===== config.mk =====
export PLATFORM = sky130hd
export DESIGN_NAME = rt_master_counter
export DESIGN_NICKNAME = d
export VERILOG_FILES = /design/src/rtl/rtc_pkg.sv /design/src/rtl/rtc_ratio_regs.sv /design/src/rtl/rtc_frac_accum.sv /design/src/rtl/rtc_coarse_align.sv /design/src/rtl/rt_master_counter.sv
export SDC_FILE = /design/constraint.sdc
export NUM_CORES = 1
export LEC_CHECK = 0
export BUFFER_PORTS_ARGS = -buffer_cell sky130_fd_sc_hd__clkbuf_2
export CORE_AREA = 2 2 149 151
export CTS_BUF_LIST = sky130_fd_sc_hd__clkbuf_4
export DETAILED_ROUTE_END_ITERATION = 7
export DIE_AREA = 0 0 151 153
export PLACE_DENSITY_LB_ADDON = 0.12
export SYNTH_ARGS = -nofsm -noshare
export SYNTH_HDL_FRONTEND = slang
export SYNTH_SLANG_ARGS = --single-unit

===== constraint.sdc =====
create_clock -name clk -period 8.8 [get_ports clk]
set_clock_uncertainty 0.2 [all_clocks]
set_input_delay 0.88 -clock clk [delete_from_list [all_inputs] [get_ports clk]]
set_output_delay 0.88 -clock clk [all_outputs]
set_load 0.03 [all_outputs]

===== src/rtl/rtc_pkg.sv =====
package rtc_pkg;
  localparam int unsigned OFS_CNT_LO = 'h00;
  localparam int unsigned OFS_CNT_HI = 'h04;
  localparam int unsigned OFS_NUM    = 'h10;
  localparam int unsigned OFS_DEN    = 'h14;
  localparam int unsigned STEP_EVEN  = 187;
  localparam int unsigned STEP_ODD   = 188;
  localparam int unsigned DEF_NUM    = 4;
  localparam int unsigned DEF_DEN    = 25;
endpackage


===== src/rtl/rtc_ratio_regs.sv =====
module rtc_ratio_regs #(
  parameter int REG_W   = 32,
  parameter int RATIO_W = 12,
  parameter int ADDR_W  = 8
) (
  input  logic               clk,
  input  logic               rst,
  input  logic               wr_en,
  input  logic [ADDR_W-1:0]  addr,
  input  logic [REG_W-1:0]   wdata,
  output logic [REG_W-1:0]   num_word,
  output logic [REG_W-1:0]   den_word,
  output logic [RATIO_W-1:0] num,
  output logic [RATIO_W-1:0] den,
  output logic               ratio_wr
);
  localparam logic [ADDR_W-1:0] A_NUM = ADDR_W'(rtc_pkg::OFS_NUM);
  localparam logic [ADDR_W-1:0] A_DEN = ADDR_W'(rtc_pkg::OFS_DEN);

  logic hit_num, hit_den;

  assign hit_num  = wr_en && (addr == A_NUM);
  assign hit_den  = wr_en && (addr == A_DEN);
  assign ratio_wr = hit_num || hit_den;
  assign num      = num_word[RATIO_W-1:0];
  assign den      = den_word[RATIO_W-1:0];

  always_ff @(posedge clk) begin
    if (rst) begin
      num_word <= REG_W'(rtc_pkg::DEF_NUM);
      den_word <= REG_W'(rtc_pkg::DEF_DEN);
    end else begin
      if (hit_num) num_word <= wdata;
      if (hit_den) den_word <= wdata;
    end
  end

  // the ratio words change only through a write strobe
  p_words_hold_r3: assert property (@(posedge clk) disable iff (rst)
    !wr_en |=> ($stable(num_word) && $stable(den_word)));
endmodule


===== src/rtl/rtc_frac_accum.sv =====
module rtc_frac_accum #(
  parameter int RATIO_W = 12
) (
  input  logic               clk,
  input  logic               rst,
  input  logic               clr,
  input  logic [RATIO_W-1:0] num,
  input  logic [RATIO_W-1:0] den,
  output logic               step
);
  localparam int ACC_W = RATIO_W + 1;

  logic [ACC_W-1:0] acc_q, sum;
  logic             reach;

  assign sum   = acc_q + ACC_W'(num);
  assign reach = (den != '0) && (sum >= ACC_W'(den));
  assign step  = reach && !clr;

  always_ff @(posedge clk) begin
    if (rst || clr || den == '0) acc_q <= '0;
    else if (reach)              acc_q <= sum - ACC_W'(den);
    else                         acc_q <= sum;
  end

  // the residue stays below the denominator while the ratio is legal
  p_acc_bound_r2: assert property (@(posedge clk) disable iff (rst)
    (!clr && den != '0 && num <= den && acc_q < ACC_W'(den))
      |=> (acc_q < ACC_W'($past(den))));
endmodule


===== src/rtl/rtc_coarse_align.sv =====
module rtc_coarse_align #(
  parameter int          CNT_W   = 64,
  parameter int unsigned STEP_LO = 187,
  parameter int unsigned STEP_HI = 188
) (
  input  logic             clk,
  input  logic             rst,
  input  logic             tick,
  input  logic             en,
  output logic             load,
  output logic [CNT_W-1:0] load_val,
  output logic [CNT_W-1:0] ref_q
);
  logic             phase_q;
  logic [CNT_W-1:0] inc;

  assign inc      = phase_q ? CNT_W'(STEP_HI) : CNT_W'(STEP_LO);
  assign load     = tick && en;
  assign load_val = ref_q + inc;

  always_ff @(posedge clk) begin
    if (rst) begin
      ref_q   <= '0;
      phase_q <= 1'b0;
    end else if (load) begin
      ref_q   <= load_val;
      phase_q <= ~phase_q;
    end
  end

  // each accepted tick moves the reference by one of the two steps
  p_ref_step_r7: assert property (@(posedge clk) disable iff (rst)
    load |=> ((ref_q - $past(ref_q)) == CNT_W'(STEP_LO) ||
              (ref_q - $past(ref_q)) == CNT_W'(STEP_HI)));
  // without an accepted tick the reference holds
  p_ref_idle_r8: assert property (@(posedge clk) disable iff (rst)
    !load |=> $stable(ref_q));
endmodule


===== src/rtl/rt_master_counter.sv =====
module rt_master_counter #(
  parameter int          CNT_W   = 64,
  parameter int          HALF_W  = 32,
  parameter int          REG_W   = 32,
  parameter int          RATIO_W = 12,
  parameter int          ADDR_W  = 8,
  parameter int unsigned STEP_LO = rtc_pkg::STEP_EVEN,
  parameter int unsigned STEP_HI = rtc_pkg::STEP_ODD
) (
  input  logic              clk,
  input  logic              rst,
  input  logic              wr_en,
  input  logic              rd_en,
  input  logic [ADDR_W-1:0] addr,
  input  logic [REG_W-1:0]  wdata,
  output logic [REG_W-1:0]  rdata,
  input  logic              coarse_tick,
  input  logic              align_en
);
  localparam int HI_W = CNT_W - HALF_W;
  localparam logic [ADDR_W-1:0] A_LO  = ADDR_W'(rtc_pkg::OFS_CNT_LO);
  localparam logic [ADDR_W-1:0] A_HI  = ADDR_W'(rtc_pkg::OFS_CNT_HI);
  localparam logic [ADDR_W-1:0] A_NUM = ADDR_W'(rtc_pkg::OFS_NUM);
  localparam logic [ADDR_W-1:0] A_DEN = ADDR_W'(rtc_pkg::OFS_DEN);

  logic [REG_W-1:0]   num_word, den_word, rdata_q;
  logic [RATIO_W-1:0] num, den;
  logic               ratio_wr, step, load;
  logic [CNT_W-1:0]   load_val, ref_q, count_q;
  logic [HI_W-1:0]    hi_latch_q;

  rtc_ratio_regs #(.REG_W(REG_W), .RATIO_W(RATIO_W), .ADDR_W(ADDR_W)) u_regs (
    .clk(clk), .rst(rst), .wr_en(wr_en), .addr(addr), .wdata(wdata),
    .num_word(num_word), .den_word(den_word), .num(num), .den(den),
    .ratio_wr(ratio_wr)
  );

  rtc_frac_accum #(.RATIO_W(RATIO_W)) u_accum (
    .clk(clk), .rst(rst), .clr(ratio_wr || load), .num(num), .den(den),
    .step(step)
  );

  rtc_coarse_align #(.CNT_W(CNT_W), .STEP_LO(STEP_LO), .STEP_HI(STEP_HI)) u_align (
    .clk(clk), .rst(rst), .tick(coarse_tick), .en(align_en),
    .load(load), .load_val(load_val), .ref_q(ref_q)
  );

  always_ff @(posedge clk) begin
    if (rst)       count_q <= '0;
    else if (load) count_q <= load_val;
    else if (step) count_q <= count_q + CNT_W'(1);
  end

  always_ff @(posedge clk) begin
    if (rst) begin
      rdata_q    <= '0;
      hi_latch_q <= '0;
    end else if (rd_en) begin
      if (addr == A_LO) begin
        rdata_q    <= REG_W'(count_q[HALF_W-1:0]);
        hi_latch_q <= count_q[CNT_W-1:HALF_W];
      end else if (addr == A_HI) begin
        rdata_q <= REG_W'(hi_latch_q);
      end else if (addr == A_NUM) begin
        rdata_q <= num_word;
      end else if (addr == A_DEN) begin
        rdata_q <= den_word;
      end else begin
        rdata_q <= '0;
      end
    end
  end

  assign rdata = rdata_q;

  // the count moves by at most one between loads
  p_single_step_r2: assert property (@(posedge clk) disable iff (rst)
    !load |=> (count_q == $past(count_q) || count_q == $past(count_q) + CNT_W'(1)));
  // a zero denominator freezes the count
  p_freeze_r5: assert property (@(posedge clk) disable iff (rst)
    (den == '0 && !load) |=> $stable(count_q));
  // a ratio write leaves the count where it was
  p_wr_keeps_count_r4: assert property (@(posedge clk) disable iff (rst)
    (ratio_wr && !load) |=> $stable(count_q));
  // after an accepted tick the count equals the coarse reference
  p_load_match_r7: assert property (@(posedge clk) disable iff (rst)
    load |=> (count_q == ref_q));
endmodule


### Word level (Yosys, flattened, before mapping)

Index checks and enable logic that the tools add are counted.

* multiplexer cells: 8
* reductions and logical operators: 15
* add/subtract/negate cells: 4
* magnitude comparators: 1
* equality and inequality tests: 3
* bitwise operators: 1

Operators by type and width (count)
* $mux W32: 4
* $mux W64: 2
* $add A64 B1 Y64 const B: 1
* $add A64 B64 Y64: 1
* $eq A8 B5 Y1 const B: 2
* $add A13 B12 Y13: 1
* $ge A13 B12 Y1: 1
* $mux W13: 1
* $sub A13 B12 Y13: 1
* $logic_not A12 Y1: 1
* $reduce_bool A12 Y1: 1
* $eq A8 B3 Y1 const B: 1
* $logic_not A8 Y1: 1
* $logic_and A1 B1 Y1: 5
* $logic_or A1 B1 Y1: 4
* $mux W3: 1
* $reduce_and A2 Y1: 1
* $reduce_bool A2 Y1: 1
* $logic_not A1 Y1: 1
* $not A1 Y1: 1

* logic and storage cells: 40
* output and inout port bits: 32
* register bits: 270

### Logic depth before layout (Yosys ltp)

Gate-level depths: netlist of the first run.

* depth in word-level cells: 8
* depth in mapped cells: 19
* mapped depth without buffers: 17

### Modules after synthesis

From an unflattened synthesis of the first run, not the netlist that was laid out.

* cells, all modules: 1946
* area, all modules: 15828.9 µm²

By module, submodules not included
* rt_master_counter: times used 1, area an instance 7145.6 µm², cells each 921
* rtc_coarse_align: times used 1, area an instance 4053.9 µm², cells each 523
* rtc_ratio_regs: times used 1, area an instance 2890.3 µm², cells each 279
* rtc_frac_accum: times used 1, area an instance 1739.2 µm², cells each 223

### Worst setup path before layout of the first run

No wires, ideal clock.

* path type: reg2reg
* start: reg u_regs.num_word[0]
* end: reg count_q[60]
* cell stages (with the launch flop): 18
* slack: 4711 ps
* arrival time: 3798 ps
* path buffers: 1
* library setup time: 91 ps
* path through: dfxtp_1 -> ha_1 -> inv_1 -> fa_1 -> nor2b_1 -> o31ai_1 -> nand2_1 -> a21o_1 -> a31oi_1 -> xnor2_1 -> ha_1 -> o211ai_1 -> o21ai_1 -> o221ai_1 -> a311o_1 -> buf_2 -> or4_1 -> a311oi_1

* longest elaborated chain between the ends: 5

Ends and longest elaborated chain
* from (decl): RTL line rtc_ratio_regs.sv:11 `output logic [REG_W-1:0] num_word,`
* from (signal assigned): RTL line rtc_ratio_regs.sv:30 `num_word <= REG_W'(rtc_pkg::DEF_NUM);`
* from (signal assigned): RTL line rtc_ratio_regs.sv:33 `if (hit_num) num_word <= wdata;`
* $add A13 B12 Y13: RTL line rtc_frac_accum.sv:16 `assign sum = acc_q + ACC_W'(num);`
* $ge A13 B12 Y1: RTL line rtc_frac_accum.sv:17 `assign reach = (den != '0) && (sum >= ACC_W'(den));`
* $logic_and A1 B1 Y1: RTL line rtc_frac_accum.sv:17
* $logic_and A1 B1 Y1: RTL line rtc_frac_accum.sv:18 `assign step = reach && !clr;`
* $reduce_bool A2 Y1 (no source line)
* to (signal assigned): RTL line rt_master_counter.sv:50 `else if (load) count_q <= load_val;`
* to (signal assigned): RTL line rt_master_counter.sv:51 `else if (step) count_q <= count_q + CNT_W'(1);`
* to (decl): RTL line rt_master_counter.sv:29 `logic [CNT_W-1:0] load_val, ref_q, count_q;`

Every way passes these cells.
A chain may end at the register's enable or synchronous reset.

### Worst setup path after layout of the first run

* start: reg u_regs.num_word[0]
* end: reg count_q[28]

Same word-level chain as after synthesis.

==> impl_metrics.csv, run 1 <==
group,metric,value,unit
sta,whs,0.207,ns
setup_path,cp-start-kind,"flip-flop",
sta,finalHoldViolations,0,
power_and_ir_drop,total_power,3380,uW
sta,tightest_slew,1.22,ns
sta,slew_headroom,18.7,%
detailed_routing,wl_per_cell,18.5,um
setup_path,cp_max_fo,36,
synth,synth.cell_area,14600,um^2
floorplan,die_area,23100,um^2
detailed_routing,first_pass_iters,6,
power_and_ir_drop,p_comb_share,24.6,%
run,cap_violations,0,
synth,synth_top_area_share,37.1,%
global_routing,grt_pass1_vias,12894,
setup_path,rr_startpoint,"u_regs.num_word[0]",
sta,fin_crit,5.13,ns
floorplan,die_h,153,um
sta,setup-tns-final,0,ns
setup_path,critical_path_class,"reg2reg",
power_and_ir_drop,p_switching,1090,uW
layout,finish.net_count,1985,
layout,final_cell_mix,"284 x nand2_1, 270 x dfxtp_1, 201 x nor2_1",
clock_tree,cts_resized,0,
synth,synth-seq-cells,270,
detailed_routing,vias,14212,
clock_tree,cts_buffer_depth,3,
sta,rsz0062_at_grt,"false",
floorplan,start_util,67.8,%
place,hpwlAfterDp,27.8,mm
setup_path,critPathMaxStageDelay,1.08,ns
sta,fmax,195,MHz
sta,setup_viol,0,
floorplan,io_pins,78,
global_routing,antenna_found_initial,1,
detailed_routing,viasPerCell,6.36,
synth,synth_ff_type,"dfxtp_1",
floorplan,die_width,151,um
detailed_routing,drtIter0Drc,1340,
clock_tree,cts_hold_buf,0,
clock_tree,h-tree-depth,3,
clock_tree,cts_tree,"done",
power_and_ir_drop,power.leakage,0.00567,uW
clock_tree,numCtsBuffers,72,
global_routing,grt_remaining_overflow,0,
synth,synth_largest_area_cell,"dfxtp_1",
global_routing,grt_usage,34.8,%
clock_tree,cts.sinks,270,
synth,async_flop_share,0,%
synth,yosys_warnings,0,
setup_path,worstPathCellList,"ha_1, inv_1, fa_1, nor2b_1, o31ai_1, nand2_1, a21o_1, a31oi_1, xnor2_1, ha_1, nand4_1, nor2_1, a221o_1, o221ai_1, a311o_1, o21ai_0, a311oi_1",
synth,synth_fp_nets,1947,
place,portBuffers,77,
setup_path,worst-path-buf-inv,1,
layout,drive_gt1_share,13.4,%
synth,avgSynthCellArea,7.78,um^2
power_and_ir_drop,powerDensity,212,nW/um^2
sta,maxSlewViolCount,0,
synth,synth_edf_count,0,
power_and_ir_drop,p_clk_share,35.7,%
clock_tree,post_cts_buffers,0,
layout,area_growth,9.53,%
synth,synth.distinct_cells,72,
setup_path,r2r_slack,3.67,ns
floorplan,core,21500,um^2
global_routing,grt_max_degree,97,
detailed_routing,antenna_left,0,
synth,synth_cells,1870,
power_and_ir_drop,switching_share,32.3,%
floorplan,rows,54,
power_and_ir_drop,pwr-share-seq,39.7,%
status,outcome,"completed",
setup_path,critPathSlowestCell,"a311o_1",
clock_tree,clk_latency,0.71,ns
hold_path,hold_path_startpoint,"wdata[25]",
clock_tree,clk_pin_slew,0.06,ns
sta,fin_crit_sh,58.3,%
power_and_ir_drop,p_int,2290,uW
setup_path,critPathCaptureType,"flip-flop",
place,gp_congestion,0.959,
synth,synthTopCellsByArea,"dfxtp_1 37%, nand2_1 7.3%, a21oi_1 5.7%",
detailed_routing,wirelength,41.3,mm
setup_path,cp_common_cell,"ha_1",
global_routing,grt_pass1_wl,65.3,mm
setup_path,arrival,5.51,ns
setup_path,worstPathRequired,9.18,ns
setup_path,path_delay_family,"compound AO/OA/AOI/OAI gates",
power_and_ir_drop,ir_drop,0.000135,V
layout,final_common_cell,"nand2_1",
synth,yosysSeqAreaShare,37.1,%
clock_tree,clock-root-buffer,"clkbuf_4",
setup_path,worstSetupStartpoint,"u_regs.num_word[0]",
layout,fillers,1735,
hold_path,worstHoldPathType,"in2reg",
detailed_routing,drc,0,
tightest hold or removal path: stages:
cell,delay [ns]
clkbuf_2,0.09
nand2_1,0.05
a21oi_1,0.05
layer usage:
layer | global-route usage (%) | wire length [um]
met2 | 52.4 | 18100
met3 | 7.55 | 3870
met5 | 0 | 0
met4 | 14.6 | 1500
met1 | 48.2 | 17800
Yosys cell counts, types with 24 or more instances:
cell type    n
nand3_1     56
nor3_1      38
or3_1       32
clkbuf_1   114
nand2_1    285
mux2_2      32
a211oi_1    41
a31oi_1     28
or4_1       30
nand4_1     35
xnor2_1     70
inv_1       43
o21ai_0     64
a22oi_1     32
a21oi_1    165
and3_1      27
dfxtp_1    270
ha_1        28
xor2_1      57
nor2_1     201
o31ai_1     27
a311oi_1    24
metrics by stage:
stage	setup WS (ns)	std cells	area, um^2	util [%]
finish	3.67	2235	15900	74.2
global route	3.22	2235	15900	74.2
CTS	3.74	2234	15900	74.2
detailed placement	3.75	2114	15000	69.7
global placement	3.94	2114	15000	69.7
floorplan	4.71	1870	14600	-
power groups by stage:
stage,Clock (uW),Sequential (uW),Combinational [uW]
finish,1210,1340,830
CTS,1220,1340,818
floorplan,0,1360,622
global route,1280,1350,911
detailed placement,0,1370,810
global placement,0,1360,792
final cells by class:
class	count	area, um^2	area share (%)
Antenna cell	1	2.50	0.0157
Clock buffer	108	811	5.08
Clock inverter	12	163	1.02
Inverter	43	161	1.01
Multi-Input combinational cell	1429	8550	53.6
Sequential cell	270	5410	33.9
Tap cell	280	350	2.20
Timing Repair Buffer	92	504	3.16
cell families (layout without fill, tap and decap cells):
logic type                 Yosys count  in the layout  synth area share [%]
and+or+nand+nor                    786            786                  25.5
adders and majority gates           31             31                  2.82
buffers and inverters              171            255                  4.50
other                                0              1                     0
xor gates and xnor gates           127            127                  7.64
muxes                               43             43                  3.23
DFF                                270            270                  37.1
AOI/OAI and AO/OA                  442            442                  19.2
flip-flops by register name (all words and copies together) (netlist names):
name	flops
count_q	64
u_align.ref_q	64
hi_latch_q	32
rdata	32
u_regs.den_word	32
u_regs.num_word	32
u_accum.acc_q	13
u_align.phase_q	1
path summary, 6_finish.rpt:
| kind | end | cells past startpoint |
|---|---|---|
| worst min-delay path | u_regs.den_word[25] | 3 |
| worst max register to register | count_q[28] | 17 |
| worst min register to register | u_regs.den_word[16] | 2 |
| worst max-delay path | count_q[28] | 17 |
(Power assumes the default switching activity.)
==> inputs of run 2 (changes only) <==
--- a/config.mk
+++ b/config.mk
@@ -6,10 +6,10 @@
 export NUM_CORES = 1
 export LEC_CHECK = 0
 export BUFFER_PORTS_ARGS = -buffer_cell sky130_fd_sc_hd__clkbuf_2
-export CORE_AREA = 2 2 149 151
+export CORE_AREA = 2 2 162 164
 export CTS_BUF_LIST = sky130_fd_sc_hd__clkbuf_4
 export DETAILED_ROUTE_END_ITERATION = 7
-export DIE_AREA = 0 0 151 153
+export DIE_AREA = 0 0 164 166
 export PLACE_DENSITY_LB_ADDON = 0.12
 export SYNTH_ARGS = -nofsm -noshare
 export SYNTH_HDL_FRONTEND = slang
==> constraint.sdc (replaced) <==
create_clock -name clk -period 4.7 [get_ports clk]
set_clock_uncertainty 0.2 [all_clocks]
set_input_delay 0.47 -clock clk [delete_from_list [all_inputs] [get_ports clk]]
set_output_delay 0.47 -clock clk [all_outputs]
set_load 0.03 [all_outputs]
==> impl_metrics.csv, run 2 (synthesis gave the netlist of run 1 again) <==
group,metric,value,unit
status,outcome,"completed",
sta,setup_viol,0,
clock_tree,cts.sinks,270,
power_and_ir_drop,ir_drop,0.000278,V
floorplan,core,25600,um^2
power_and_ir_drop,p_comb_share,25.9,%
sta,maxSlewViolCount,0,
floorplan,rows,59,
global_routing,grt_remaining_overflow,0,
power_and_ir_drop,p_clk_share,34.9,%
setup_path,critical_path_class,"reg2reg",
power_and_ir_drop,power.leakage,0.00589,uW
detailed_routing,vias,13969,
power_and_ir_drop,total_power,6410,uW
global_routing,antenna_found_initial,1,
layout,final_cell_mix,"284 x nand2_1, 270 x dfxtp_1, 201 x nor2_1",
sta,slew_headroom,25.8,%
place,portBuffers,77,
place,hpwlAfterDp,28.3,mm
clock_tree,clock-root-buffer,"clkbuf_4",
sta,tightest_slew,1.11,ns
detailed_routing,viasPerCell,5.96,
sta,finalHoldViolations,0,
layout,drive_gt1_share,13.8,%
detailed_routing,drc,0,
floorplan,die_width,164,um
detailed_routing,antenna_left,0,
setup_path,critPathCaptureType,"flip-flop",
sta,fin_crit,4.43,ns
sta,rsz0062_at_grt,"false",
global_routing,grt_usage,30.3,%
clock_tree,h-tree-depth,3,
power_and_ir_drop,powerDensity,389,nW/um^2
run,cap_violations,0,
layout,area_growth,13.3,%
setup_path,arrival,4.80,ns
detailed_routing,wl_per_cell,17.8,um
clock_tree,numCtsBuffers,73,
sta,fin_crit_sh,94.4,%
power_and_ir_drop,p_switching,2070,uW
sta,setup-tns-final,0,ns
detailed_routing,wirelength,41.6,mm
clock_tree,cts_tree,"done",
floorplan,start_util,56.8,%
floorplan,die_area,27200,um^2
detailed_routing,drtIter0Drc,1317,
setup_path,cp_max_fo,36,
global_routing,grt_pass1_wl,66.7,mm
place,gp_congestion,0.900,
hold_path,worstHoldPathType,"in2reg",
global_routing,grt_max_degree,99,
layout,final_area,16500,um^2
power_and_ir_drop,switching_share,32.3,%
global_routing,grt_pass1_vias,12960,
sta,fmax,225,MHz
power_and_ir_drop,pwr-share-seq,39.1,%
floorplan,die_h,166,um
setup_path,cp-start-kind,"flip-flop",
detailed_routing,first_pass_iters,5,
clock_tree,clk_pin_slew,0.07,ns
setup_path,worstPathRequired,5.06,ns
layout,top_regs,"count_q: 64 flops, u_align.ref_q: 64 flops",
power_and_ir_drop,p_int,4340,uW
place,place_area,15200,um^2
clock_tree,cts_buffer_depth,3,
layout,finish.net_count,2029,
layout,utilization,64.4,%
floorplan,io_pins,78,
clock_tree,clk_latency,0.69,ns
layout,final_common_cell,"nand2_1",
run 2: layer usage:
layer	GRT usage, %	up-vias	routed length, um
met2	45.5	495	18100
met5	0	-	0
met1	43.8	6511	19200
met4	10.1	0	1250
li1	-	6868	-
met3	5.52	95	3120
run 2: what timing repair did:
item | in CTS | in global routing
gates resized for setup | 0 | 4
setup buffers | 0 | 0
endpoints found under the hold margin | 90 | 0
hold buffers | 33 | 0
setup endpoints to repair | 0 | 24
run 2: final cells by class:
class | instances | area (um^2)
inverters | 43 | 161
clock inverters | 23 | 179
well taps | 335 | 419
diodes | 1 | 2.50
fillers | 2270 | 9120
multi-input cells | 1429 | 8570
clock buffers | 109 | 818
repair buffers | 135 | 947
flip-flops and latches | 270 | 5410
run 2: power by group through the flow:
| stage | combinational (uW) | sequential, uW | clock [uW] |
|---|---|---|---|
| after CTS | 1630 | 2500 | 2290 |
| after global routing | 1830 | 2520 | 2410 |
| after detailed placement | 1600 | 2560 | 0 |
| after global placement | 1580 | 2550 | 0 |
| after floorplan | 1160 | 2550 | 0 |
| final | 1660 | 2510 | 2240 |
run 2: final timing paths:
check                      startpoint             endpoint  slack (ns)  cells past startpoint
hold / removal                  rd_en            rdata[28]        0.13                      2
setup reg to reg   u_regs.num_word[7]          count_q[40]        0.27                     13
setup / recovery   u_regs.num_word[7]          count_q[40]        0.27                     13
hold reg to reg   u_regs.den_word[28]  u_regs.den_word[28]        0.25                      2
run 2: stage by stage:
stage,setup WS [ns],instances,hold WS (ns)
floorplan,0.611,1870,0.228
global placement,0.172,2179,0.236
detailed placement,0.105,2179,0.245
CTS,0.0649,2344,0.0712
global route,0.0281,2345,0.109
finish,0.265,2345,0.130
run 2: critical path, stage by stage (launching register included):
cell,delay (ns)
dfxtp_1,0.34
ha_1,0.38
a21o_1,0.17
a21oi_1,0.07
o21bai_1,0.35
nor3_1,0.10
a2111oi_0,0.47
o311ai_0,0.33
ha_1,0.45
o221ai_2,0.18
a311o_1,0.43
buf_12,0.17
or4_1,0.40
a311oi_1,0.25
==> inputs of run 3 (changes only) <==
--- a/config.mk
+++ b/config.mk
@@ -5,11 +5,13 @@
 export SDC_FILE = /design/constraint.sdc
 export NUM_CORES = 1
 export LEC_CHECK = 0
+export ABC_AREA = 1
 export BUFFER_PORTS_ARGS = -buffer_cell sky130_fd_sc_hd__clkbuf_2
-export CORE_AREA = 2 2 162 164
+export CORE_AREA = 2 2 171 173
 export CTS_BUF_LIST = sky130_fd_sc_hd__clkbuf_4
+export CTS_CLUSTER_SIZE = 10
 export DETAILED_ROUTE_END_ITERATION = 7
-export DIE_AREA = 0 0 164 166
+export DIE_AREA = 0 0 173 175
 export PLACE_DENSITY_LB_ADDON = 0.12
 export SYNTH_ARGS = -nofsm -noshare
 export SYNTH_HDL_FRONTEND = slang
==> impl_metrics.csv, run 3 <==
group,metric,value,unit
status,outcome,"completed",
sta,setup-tns-final,0,ns
clock_tree,cts_buffer_depth,3,
detailed_routing,drtIter0Drc,1930,
detailed_routing,antenna_left,0,
synth,synth_edf_count,0,
synth,synthTopCellsByArea,"dfxtp_1 33%, nand2_1 19%, nor2_1 9.3%",
synth,synth_largest_area_cell,"dfxtp_1",
floorplan,die_width,173,um
place,portBuffers,77,
global_routing,grt_max_degree,151,
floorplan,io_pins,78,
clock_tree,clk_latency,0.74,ns
layout,final_common_cell,"nand2_1",
clock_tree,clk_pin_slew,0.07,ns
synth,synth-seq-cells,270,
global_routing,grt_pass1_wl,93.1,mm
global_routing,grt_remaining_overflow,0,
clock_tree,cts_tree,"done",
place,place_area,16900,um^2
hold_path,worstHoldPathType,"in2reg",
sta,rsz0062_at_grt,"false",
synth,synth.cell_area,16400,um^2
detailed_routing,wirelength,60.2,mm
setup_path,critPathCaptureType,"flip-flop",
setup_path,cp-start-kind,"flip-flop",
sta,setup_viol,0,
synth,synth_fp_nets,2746,
detailed_routing,first_pass_iters,8,
place,gp_congestion,1.01,
sta,maxSlewViolCount,0,
power_and_ir_drop,powerDensity,388,nW/um^2
floorplan,core,28400,um^2
sta,finalHoldViolations,0,
synth,synth_ff_type,"dfxtp_1",
place,hpwlAfterDp,45.0,mm
setup_path,arrival,4.58,ns
power_and_ir_drop,switching_share,39.5,%
synth,yosys_warnings,0,
layout,final_cell_mix,"819 x nand2_1, 407 x nor2_1, 270 x dfxtp_1",
layout,finish.net_count,2841,
power_and_ir_drop,p_int,4260,uW
global_routing,grt_usage,39.2,%
layout,drive_gt1_share,8.18,%
sta,tightest_slew,1.13,ns
sta,fmax,238,MHz
synth,synth.distinct_cells,43,
sta,fin_crit,4.20,ns
sta,slew_headroom,24.5,%
power_and_ir_drop,p_clk_share,30.0,%
floorplan,die_h,175,um
setup_path,worstPathRequired,5.08,ns
power_and_ir_drop,pwr-share-seq,39.2,%
detailed_routing,wl_per_cell,18.8,um
power_and_ir_drop,total_power,7040,uW
layout,utilization,63.9,%
synth,synth_most_common_cell,"nand2_1",
run,cap_violations,0,
power_and_ir_drop,p_comb_share,30.7,%
clock_tree,h-tree-depth,3,
synth,yosysSeqAreaShare,33.0,%
setup_path,critical_path_class,"reg2reg",
floorplan,start_util,57.6,%
power_and_ir_drop,ir_drop,0.000292,V
detailed_routing,viasPerCell,5.72,
sta,fin_crit_sh,89.5,%
layout,area_growth,11.0,%
detailed_routing,vias,18286,
detailed_routing,drc,0,
global_routing,antenna_found_initial,3,
synth,synth_cells,2669,
synth,async_flop_share,0,%
floorplan,rows,62,
synth,avgSynthCellArea,6.13,um^2
clock_tree,clock-root-buffer,"clkbuf_4",
layout,top_regs,"count_q: 64 flops, u_align.ref_q: 64 flops",
power_and_ir_drop,power.leakage,0.00750,uW
floorplan,die_area,30300,um^2
power_and_ir_drop,p_switching,2780,uW
clock_tree,numCtsBuffers,75,
synth,synth_top_area_share,33.0,%
clock_tree,cts.sinks,270,
setup_path,cp_max_fo,21,
layout,final_area,18200,um^2
global_routing,grt_pass1_vias,17114,
synth,ys_top_cells_by_count,"820 x nand2_1, 407 x nor2_1, 270 x dfxtp_1",
run 3: power by group through the flow:
stage / combinational (uW) / clock, uW / sequential [uW]
after global placement: 2030 / 0 / 2790
after detailed placement: 2080 / 0 / 2800
after CTS: 2120 / 2120 / 2750
final: 2170 / 2110 / 2760
after global routing: 2430 / 2250 / 2780
after floorplan: 1620 / 0 / 2690
run 3: timing repair:
action | in CTS | in global routing
gates resized for setup | 0 | 0
setup buffers | 0 | 0
hold buffers | 35 | 0
endpoints found under the setup margin | 0 | 0
hold endpoints to repair | 88 | 0
run 3: cell type report:
| class | instances | area [um^2] |
|---|---|---|
| antenna | 3 | 7.51 |
| clock buffer | 106 | 796 |
| clock inverter | 18 | 100 |
| fill | 2699 | 10200 |
| inverter | 244 | 918 |
| multi-input combinational | 2045 | 9550 |
| sequential | 270 | 5410 |
| tap | 384 | 480 |
| timing repair buffer | 128 | 896 |
run 3: final timing paths:
kind              depth (start not counted)                start  slack [ns]                   to
hold reg to reg                           2  u_regs.den_word[20]        0.25  u_regs.den_word[20]
setup / recovery                         23   u_regs.num_word[0]        0.50          count_q[25]
hold / removal                            4                wr_en        0.09   u_regs.den_word[3]
setup reg to reg                         23   u_regs.num_word[0]        0.50          count_q[25]
run 3: per-stage QoR:
stage	worst slack (ns)	cells	hold WS, ns
after global placement	0.670	3036	0.234
after global routing	0.0231	3196	0.109
after detailed placement	0.561	3036	0.243
final	0.496	3198	0.0862
after CTS	0.517	3195	0.0435
after floorplan	1.13	2669	0.225
run 3: cell families (layout without fill, tap and decap cells):
kind of cell	count (synthesis)	after routing	synth area share [%]
xor gates and xnor gates	78	78	4.18
buffers and inverters	354	496	8.63
adders and majority gates	31	31	2.51
and+or+nand+nor	1441	1441	35.6
AOI/OAI and AO/OA	495	495	16.1
other	0	3	0
DFF	270	270	33.0
run 3: worst max-delay path: stages, from the launching register on:
cell     delay (ns)
dfxtp_1        0.36
ha_1           0.20
inv_1          0.07
fa_1           0.40
inv_1          0.07
nand3_1        0.06
nand2_1        0.13
a21oi_1        0.11
o21ai_0        0.29
nand3_1        0.14
nand3_1        0.10
nand2_1        0.08
ha_1           0.35
inv_1          0.08
nor3_1         0.24
nand2_1        0.11
o21ai_1        0.13
inv_1          0.06
nand3_2        0.10
nand3_4        0.10
nand2_4        0.25
inv_2          0.24
nor2_1         0.15
nor2_1         0.05
run 3: routing by layer:
| metal | global-route usage, % | routed length (um) | up-vias |
|---|---|---|---|
| met5 | 0 | 0 | - |
| met4 | 27.4 | 4580 | 0 |
| met3 | 7.22 | 5170 | 208 |
| met2 | 64.4 | 27400 | 883 |
| met1 | 46.5 | 23100 | 8375 |
| li1 | - | - | 8820 |
